**src/rtl/rx_tag_fifo_pkg.sv**
```systemverilog
// Package: shared widths and the stored entry layout of the tagged receive buffer.
// Assumes tag bit 0 marks end of frame and bit 1 a CRC error; all tags act alike here.
package rx_tag_fifo_pkg;
    localparam int DATA_W  = 32;
    localparam int TAG_W   = 5;
    localparam int WCODE_W = 2;

    typedef struct packed {
        logic [WCODE_W-1:0] wcode;
        logic [TAG_W-1:0]   tag;
        logic [DATA_W-1:0]  data;
    } rx_entry_t;
endpackage

```
**src/rtl/rx_tag_store.sv**
```systemverilog
// Module: circular storage with read/write pointers, an occupancy count and
// per-slot occupancy bits. Writes when full and reads when empty are ignored.
// Assumes DEPTH is a power of two so the pointers wrap by overflow.
module rx_tag_store
    import rx_tag_fifo_pkg::*;
#(
    parameter int DEPTH = 8
) (
    input  logic                        clk,
    input  logic                        rst_n,
    input  logic                        wr_en,
    input  rx_entry_t                   wr_entry,
    input  logic                        rd_en,
    output rx_entry_t                   head_entry,
    output logic                        full,
    output logic                        empty,
    output logic [DEPTH-1:0]            occ,
    output logic [DEPTH-1:0][TAG_W-1:0] slot_tags
);
    localparam int PTR_W = (DEPTH > 1) ? $clog2(DEPTH) : 1;
    localparam int CNT_W = PTR_W + 1;

    rx_entry_t          mem [DEPTH];
    logic [PTR_W-1:0]   wp;
    logic [PTR_W-1:0]   rp;
    logic [CNT_W-1:0]   cnt;
    logic               do_wr;
    logic               do_rd;

    // Accept only legal operations.
    always_comb begin
        full  = (cnt == CNT_W'(DEPTH));
        empty = (cnt == '0);
        do_wr = wr_en && !full;
        do_rd = rd_en && !empty;
    end

    // Pointer and count update.
    always_ff @(posedge clk) begin
        if (!rst_n) begin
            wp  <= '0;
            rp  <= '0;
            cnt <= '0;
        end else begin
            if (do_wr) wp <= wp + 1'b1;
            if (do_rd) rp <= rp + 1'b1;
            case ({do_wr, do_rd})
                2'b10:   cnt <= cnt + 1'b1;
                2'b01:   cnt <= cnt - 1'b1;
                default: cnt <= cnt;
            endcase
        end
    end

    // Entry storage; no reset needed, occupancy qualifies every slot.
    always_ff @(posedge clk) begin
        if (do_wr) mem[wp] <= wr_entry;
    end

    // Per-slot occupancy: set on write into a slot, cleared on read out of it.
    always_ff @(posedge clk) begin
        if (!rst_n) begin
            occ <= '0;
        end else begin
            for (int i = 0; i < DEPTH; i++) begin
                if (do_wr && (wp == PTR_W'(i)))      occ[i] <= 1'b1;
                else if (do_rd && (rp == PTR_W'(i))) occ[i] <= 1'b0;
            end
        end
    end

    // Expose each slot's tags for the flag reduction.
    for (genvar g = 0; g < DEPTH; g++) begin : g_slot
        assign slot_tags[g] = mem[g].tag;
    end

    assign head_entry = mem[rp];
endmodule

```
**src/rtl/rx_tag_flags.sv**
```systemverilog
// Module: derives the error flag (OR of the tags of occupied slots), the service
// status and the gated DMA request. Assumes occupancy bits come from rx_tag_store.
module rx_tag_flags
    import rx_tag_fifo_pkg::*;
#(
    parameter int DEPTH = 8
) (
    input  logic [DEPTH-1:0]            occ,
    input  logic [DEPTH-1:0][TAG_W-1:0] slot_tags,
    input  logic                        rx_en,
    input  logic                        empty,
    output logic                        err_flag,
    output logic                        svc_req,
    output logic                        dma_req
);
    logic [DEPTH-1:0] slot_hit;

    // A slot contributes only while it holds a live entry.
    for (genvar g = 0; g < DEPTH; g++) begin : g_hit
        assign slot_hit[g] = occ[g] && (|slot_tags[g]);
    end

    // Combine into the three status outputs.
    always_comb begin
        err_flag = |slot_hit;
        svc_req  = rx_en && !empty;
        dma_req  = svc_req && !err_flag;
    end
endmodule

```
**src/rtl/rx_tag_head.sv**
```systemverilog
// Module: presents the head entry on the read port, zeroing it while empty.
// Assumes head_entry may hold stale content when the buffer is empty.
module rx_tag_head
    import rx_tag_fifo_pkg::*;
(
    input  rx_entry_t           head_entry,
    input  logic                empty,
    output logic [DATA_W-1:0]   rd_data,
    output logic [TAG_W-1:0]    rd_tag,
    output logic [WCODE_W-1:0]  head_width
);
    // Mask the head fields when nothing is held.
    always_comb begin
        if (empty) begin
            rd_data    = '0;
            rd_tag     = '0;
            head_width = '0;
        end else begin
            rd_data    = head_entry.data;
            rd_tag     = head_entry.tag;
            head_width = head_entry.wcode;
        end
    end
endmodule

```
**src/rtl/rx_tag_fifo.sv**
```systemverilog
// Module: tagged receive buffer top. Stores data, tag and byte-count code per word,
// shows the head entry, and gates DMA requests while any held entry is tagged.
// Assumes a single clock and a power-of-two DEPTH.
module rx_tag_fifo
    import rx_tag_fifo_pkg::*;
#(
    parameter int DEPTH = 8
) (
    input  logic                clk,
    input  logic                rst_n,
    input  logic                rx_en,
    input  logic                wr_en,
    input  logic [DATA_W-1:0]   wr_data,
    input  logic [TAG_W-1:0]    wr_tag,
    input  logic [WCODE_W-1:0]  wr_width,
    input  logic                rd_en,
    output logic [DATA_W-1:0]   rd_data,
    output logic [TAG_W-1:0]    rd_tag,
    output logic [WCODE_W-1:0]  head_width,
    output logic                full,
    output logic                empty,
    output logic                svc_req,
    output logic                dma_req,
    output logic                err_flag
);
    rx_entry_t                   wr_entry;
    rx_entry_t                   head_entry;
    logic [DEPTH-1:0]            occ;
    logic [DEPTH-1:0][TAG_W-1:0] slot_tags;

    // Pack the incoming word.
    always_comb begin
        wr_entry.data  = wr_data;
        wr_entry.tag   = wr_tag;
        wr_entry.wcode = wr_width;
    end

    rx_tag_store #(.DEPTH(DEPTH)) u_store (
        .clk        (clk),
        .rst_n      (rst_n),
        .wr_en      (wr_en),
        .wr_entry   (wr_entry),
        .rd_en      (rd_en),
        .head_entry (head_entry),
        .full       (full),
        .empty      (empty),
        .occ        (occ),
        .slot_tags  (slot_tags)
    );

    rx_tag_flags #(.DEPTH(DEPTH)) u_flags (
        .occ        (occ),
        .slot_tags  (slot_tags),
        .rx_en      (rx_en),
        .empty      (empty),
        .err_flag   (err_flag),
        .svc_req    (svc_req),
        .dma_req    (dma_req)
    );

    rx_tag_head u_head (
        .head_entry (head_entry),
        .empty      (empty),
        .rd_data    (rd_data),
        .rd_tag     (rd_tag),
        .head_width (head_width)
    );
endmodule

```
**config.mk**
```make
export PLATFORM = sky130hd
export DESIGN_NAME = rx_tag_fifo
export DESIGN_NICKNAME = d
export VERILOG_FILES = /design/src/rtl/rx_tag_fifo_pkg.sv /design/src/rtl/rx_tag_store.sv /design/src/rtl/rx_tag_flags.sv /design/src/rtl/rx_tag_head.sv /design/src/rtl/rx_tag_fifo.sv
export SDC_FILE = /design/constraint.sdc
export NUM_CORES = 1
export LEC_CHECK = 0
export BUFFER_PORTS_ARGS = -buffer_cell sky130_fd_sc_hd__clkbuf_2
export CAP_MARGIN = 30
export CORE_MARGIN = 5
export CORE_UTILIZATION = 52
export DETAILED_ROUTE_END_ITERATION = 12
export HOLD_SLACK_MARGIN = 0.06
export PLACE_DENSITY = 0.78
export SLEW_MARGIN = 15
export SYNTH_ARGS = -nofsm -noshare
export SYNTH_HDL_FRONTEND = slang
export SYNTH_HIERARCHICAL = 1
export SYNTH_SLANG_ARGS = --single-unit
```
**constraint.sdc**
```tcl
create_clock -name clk -period 13.35 [get_ports clk]
set_input_delay 2.67 -clock clk [delete_from_list [all_inputs] [get_ports clk]]
set_output_delay 2.67 -clock clk [all_outputs]
set_load 0.01 [all_outputs]
```
== Word-level counts from Yosys, hierarchy flattened ==
Memory sizes are Yosys's and may differ from the RTL's. A register that Yosys moved wholly into a read port is not among the register bits.
Cells that the tools add are included.

* Register bits: 18
* Latch bits: 0
* Memory bits (writable): 312
* Bits in read-only memories: 0
* Input bits: 44
* Output and inout bits: 44
* Word-level logic and storage cells: 109
* Memories: 1

* Add/sub/neg operators: 4
* $mul: 0
* Divide/modulo/power cells: 0
* $lt $le $gt $ge: 0
* Equal/unequal tests: 17
* Shift-type cells: 0
* Mux-type cells: 24
* Bitwise operators: 0
* Reduce and logical (&&, ||, !) cells: 52

{| class="wikitable"
|+ Memories
! name !! words !! width !! rd ports !! clocked after memory_dff !! write ports !! line !! RTL
|-
| u_store.mem || 8 || 39 || 9 || 1 || 1 || rx_tag_store.sv:23 || <nowiki>rx_entry_t mem [DEPTH];</nowiki>
|}

{| class="wikitable"
|+ Operators with widths
! operator !! number
|-
| OR reduction 5 bit || 8
|-
| two-way mux 32 bit || 1
|-
| logical AND 1 bit || 28
|-
| equality test 3 bit (second input constant) || 8
|-
| two-way mux 1 bit || 18
|-
| nonzero test 2 bit || 9
|-
| equality test 3 x 2 -> 1 bit (second input constant) || 4
|-
| one-hot mux 4 bit (2 select lines) || 1
|-
| OR reduction 8 bit || 1
|-
| adder 3 x 1 -> 3 bit (second input constant) || 2
|-
| equality test 3 x 1 -> 1 bit (second input constant) || 2
|-
| zero test 3 bit || 2
|-
| two-way mux 3 bit || 2
|-
| two-way mux 5 bit || 1
|-
| adder 4 x 1 -> 4 bit (second input constant) || 1
|-
| equality test 4 bit (second input constant) || 1
|-
| zero test 4 bit || 1
|-
| subtractor 4 x 1 -> 4 bit (second input constant) || 1
|-
| zero test 1 bit || 3
|-
| equality test 2 x 1 -> 1 bit (second input constant) || 1
|-
| equality test 2 bit (second input constant) || 1
|-
| two-way mux 2 bit || 1
|}

== Depth between registers and ports, before layout ==
* Depth in word-level cells: 6
* Mapped depth: 11
* Mapped depth without buffers: 10

== Hierarchy ==
The synthesis kept the hierarchy.

{| class="wikitable"
|+ Modules (own cells, without submodules)
! module !! instances !! cells an instance !! area an instance (um2) !! seq. area each (um2)
|-
| rx_tag_store || 1 || 619 || 13206.4 || 9789.4
|-
| rx_tag_head || 1 || 43 || 294.0 || 0.0
|-
| rx_tag_flags || 1 || 21 || 132.6 || 0.0
|}

== Worst setup path after synthesis ==
OpenSTA, ideal clock, no wires.

* Path kind: in2reg
* From: in wr_en
* To: mem u_store/mem[0][0] (netlist name) (enable)
* Library setup time: 484 ps
* Data arrival time: 5889 ps
* Required time: 12866 ps
* Path slack: 6977 ps
* Stages on the path: 3
* Buffers on the path: 0
* Path through: a21boi_2 nand2_1 nor3_1

* Word-level cells in the longest chain between the ends: 3

{| class="wikitable"
|+ RTL lines
! element !! line !! RTL
|-
| start, declared || rx_tag_fifo.sv:12 || <nowiki>input logic wr_en,</nowiki>
|-
| logical AND 1 bit || rx_tag_store.sv:34 || <nowiki>do_wr = wr_en && !full;</nowiki>
|-
| two-way mux 1 bit || rx_tag_store.sv:57 || <nowiki>if (do_wr) mem[wp] <= wr_entry;</nowiki>
|-
| two-way mux 1 bit (implied by the code) || rx_tag_store.sv:57 ||
|-
| end, declared || rx_tag_store.sv:23 ||
|}

No other way between the ends.

==> metrics.md <==
| Metric | Value |
|---|---|
| Internal cell power | `2190 µW` |
| Signal arrival time at the worst endpoint | `3.23 ns` |
| Final setup TNS | `0 ns` |
| Headroom to the max-slew limit | `0.5761` |
| Post-CTS setup-driven buffer insertion count | `0` |
| Fraction of power spent switching nets | `0.2916` |
| GPL Wtd Cong | `0.7851` |
| Lkg Pwr | `0.005033 µW` |
| Maximum Capacitance Violations | `0` |
| Finish-stage setup viols | `0` |
| Clk root buf | `sky130_fd_sc_hd__clkbuf_16` |
| Die X | `171.9 µm` |
| Maximum buffer depth of the clock tree | `3` |
| Clock tree skew after final layout | `0.02829 ns` |
| Psw | `901.4 µW` |
| Worst Max-Slew Pin Slew | `0.6358 ns` |
| Final net count | `811` |
| Clock Latency Late Sink | `0.50 ns` |
| Dpl ws | `7.452 ns` |
| Via count normalized by instance count | `5.812` |
| Commonest cells in the netlist | `sky130_fd_sc_hd__edfxtp_1, sky130_fd_sc_hd__mux4_2, sky130_fd_sc_hd__buf_4, sky130_fd_sc_hd__nor2b_1, sky130_fd_sc_hd__dfxtp_1` |
| DRT iter0 DRCs | `517` |
| Total power per unit cell area | `203.6 mW/mm²` |
| Number of buffers added by the clock tree synthesis step | `34` |
| Most used flip-flop cell after synthesis | `sky130_fd_sc_hd__edfxtp_1` |
| RSZ-0062 raised after global routing | `no` |
| Top-count cell post-synth | `sky130_fd_sc_hd__edfxtp_1` |
| EDFF count, synth | `312` |
| Part of the Yosys area used for sequential elements | `0.7181` |
| Area share of the leading cell type in the synthesized netlist | `0.6872` |
| Worst-case vdd ir drop | `0.0002882 V` |
| Number of gates resized after cts | `0` |
| Count of distinct cell types in the synthesized netlist | `42` |
| Async set-reset flop share out of synthesis | `0` |
| Period Utilization, post-route | `0.4422` |
| Hold crit path type | `reg2reg` |
| Maximum number of pins on one net before global-route repair | `58` |
| Period minus WS final | `5.904 ns` |
| Placed wire-length estimate | `15300 µm` |
| Routed wire per std cell | `23.70 µm` |
| Average footprint of a synthesized cell | `19.96 µm²` |
| Total core area | `0.02591 mm²` |
| Hold violation total from the final report | `0` |
| Vias post-DR | `6445` |
| Count of nets left with antenna violations after detail routing | `0` |
| Share of cells above drive strength 1 | `0.3661` |
| Clock transition at the register clock pins on the worst setup and hold paths after CTS | `0.06 ns` |
| Count of hold buffers inserted by post-cts repair | `0` |
| Pins Over Slew Limit | `0` |
| Hold Crit Depth | `2` |
| Wire length of the first global-routing pass | `39920 µm` |
| Detailed-route wire length | `26280 µm` |
| Remaining global-route overflow | `0` |
| DRC violations left | `0` |
| TritonCTS clock tree | `built` |
| Required time of the critical path | `10.68 ns` |
| DIE HEIGHT | `171.9 µm` |
| Yosys reg bits | `333` |
| Drt pass-1 iters | `5` |
| Total of warnings raised by yosys | `6` |
| Worst Setup End Kind | `output port` |
| Number of top-level pins | `88` |
| Clock share of power | `0.271` |
| Antenna violations before repair | `1` |
| Critical Path Source Type | `register` |
| Ranking of synthesized cells by area | `sky130_fd_sc_hd__edfxtp_1, sky130_fd_sc_hd__mux4_2, sky130_fd_sc_hd__dfxtp_1` |
| Run status | `completed` |
| Crit-path max FO | `28` |
| Via count of the first global-routing pass | `6796` |
| Summed instance area of the synthesized netlist | `0.01363 mm²` |
| Total Die Area | `0.02956 mm²` |
| Number of levels in the clock H-tree | `2` |
| Type of the worst setup path | `reg2out` |
| Cell accounting for the most synthesized area | `sky130_fd_sc_hd__edfxtp_1` |
| Area Growth Syn to Fin | `11.40%` |
| Synthesized instance count | `683` |
| I/O Buffers | `87` |
| CTS Sinks | `333` |
| Syn nets | `742` |
| Combined global-route utilization of all metal layers | `0.1799` |
| Worst reg-to-reg path cell count | `5` |
| Row cnt | `59` |
| Final worst-path setup slack | `7.446 ns` |
| Highest achievable clock rate | `169.4 MHz` |
| Starting Density | `0.5261` |
| Sequential group share of total power | `0.426` |
| Combinational share of power | `0.303` |
## stage by stage
| step | hold WS [ns] | cells | power, µW | util | cell area [µm²] |
|---|---|---|---|---|---|
| 2_1_floorplan | 0.4282 | 683 | 2017 | - | 13630 |
| 3_3_place_gp | 0.4609 | 1049 | 2255 | 0.5464 | 14160 |
| 3_5_place_dp | 0.4595 | 1051 | 2292 | 0.5483 | 14210 |
| 4_1_cts | 0.4675 | 1108 | 3134 | 0.5860 | 15180 |
| 5_1_grt | 0.4974 | 1108 | 3243 | 0.5860 | 15180 |
| 6_report | 0.4643 | 1109 | 3092 | 0.5861 | 15190 |
## layout by cell type (no fill, tap or decap), types with 2 or more instances in the layout
master,Yosys,routed
sky130_fd_sc_hd__edfxtp_1,312,312
sky130_fd_sc_hd__or3_1,2,2
sky130_fd_sc_hd__nand2_1,18,18
sky130_fd_sc_hd__clkbuf_2,0,87
sky130_fd_sc_hd__or4_1,8,8
sky130_fd_sc_hd__clkinv_2,0,8
sky130_fd_sc_hd__mux4_2,78,78
sky130_fd_sc_hd__nand4_1,2,2
sky130_fd_sc_hd__nor2b_1,40,40
sky130_fd_sc_hd__clkinv_1,0,9
sky130_fd_sc_hd__buf_4,40,14
sky130_fd_sc_hd__a21oi_1,3,3
sky130_fd_sc_hd__o21ai_1,8,8
sky130_fd_sc_hd__and3_1,3,3
sky130_fd_sc_hd__nor2b_2,5,5
sky130_fd_sc_hd__inv_1,7,7
sky130_fd_sc_hd__mux2_2,19,19
sky130_fd_sc_hd__inv_6,0,2
sky130_fd_sc_hd__mux2i_1,3,3
sky130_fd_sc_hd__and2_1,5,5
sky130_fd_sc_hd__ha_1,15,15
sky130_fd_sc_hd__o21ai_0,4,4
sky130_fd_sc_hd__nor3_2,0,2
sky130_fd_sc_hd__nand3_1,10,10
sky130_fd_sc_hd__o22ai_1,3,3
sky130_fd_sc_hd__clkbuf_1,11,3
sky130_fd_sc_hd__clkbuf_16,0,35
sky130_fd_sc_hd__xor2_1,2,2
sky130_fd_sc_hd__mux2_4,20,20
sky130_fd_sc_hd__dfxtp_4,0,2
sky130_fd_sc_hd__xnor2_1,3,3
sky130_fd_sc_hd__nor2_4,0,6
sky130_fd_sc_hd__o211a_1,2,2
sky130_fd_sc_hd__dfxtp_1,21,18
## final timing paths
check	end	startpoint	slack, ns
min reg2reg	u_store/occ[7]	u_store/occ[7]	0.46
min	u_store/occ[7]	u_store/occ[7]	0.46
max	rd_data[17]	register	7.45
max reg2reg	u_store/mem[2][4]	u_store/cnt[1]	10.38
## flip-flops by register name, indices dropped and copies added, names as in the netlist, named ones only
signal and flops:
u_store/wp 3, u_store/occ 8, u_store/rp 3, u_store/cnt 4, u_store/mem 312
## metal layers
layer	share of wire	track usage	wire (µm)
met1	0.40	0.2336	10420
met5	0.00076	0	20
met3	0.061	0.03521	1593
met2	0.53	0.3200	13840
met4	0.016	0.03623	408
## logic make-up after synthesis
logic type | after synthesis | share of synthesized area
buffers and inverters | 77 | 0.03891
XOR/XNOR | 5 | 0.003213
AO/OA/AOI/OAI | 25 | 0.01166
flip-flops | 333 | 0.7181
adder cells (fa/ha/maj) | 15 | 0.01377
AND/OR/NAND/NOR | 108 | 0.04561
multiplexers | 120 | 0.1688
## power by group through the flow
stage                     clock (µW)  combinational [µW]  sequential [µW]
after floorplan                    0                 730             1290
after detailed placement           0                 951             1340
final                            838                 937             1320
after global routing             899                1010             1330
after CTS                        856                 959             1320
after global placement             0                 913             1340
## worst max-delay path, cell delays in order, from the launching register on
cell,delay [ns]
sky130_fd_sc_hd__dfxtp_4,0.69
sky130_fd_sc_hd__buf_4,0.57
sky130_fd_sc_hd__buf_12,0.32
sky130_fd_sc_hd__mux4_2,0.55
sky130_fd_sc_hd__mux2_2,0.29
sky130_fd_sc_hd__nor2b_1,0.16
sky130_fd_sc_hd__clkbuf_2,0.16
## layout make-up
type / count / area, µm²
flip-flops and latches: 333 / 9798
clock buffers: 38 / 887.1
well taps: 335 / 419.2
diodes: 1 / 2.502
fillers: 1815 / 10720
repair buffers: 103 / 588.1
clock inverters: 19 / 91.34
inverters: 7 / 26.28
multi-input cells: 273 / 3374
Note: power is estimated with default switching activity, not from simulation.
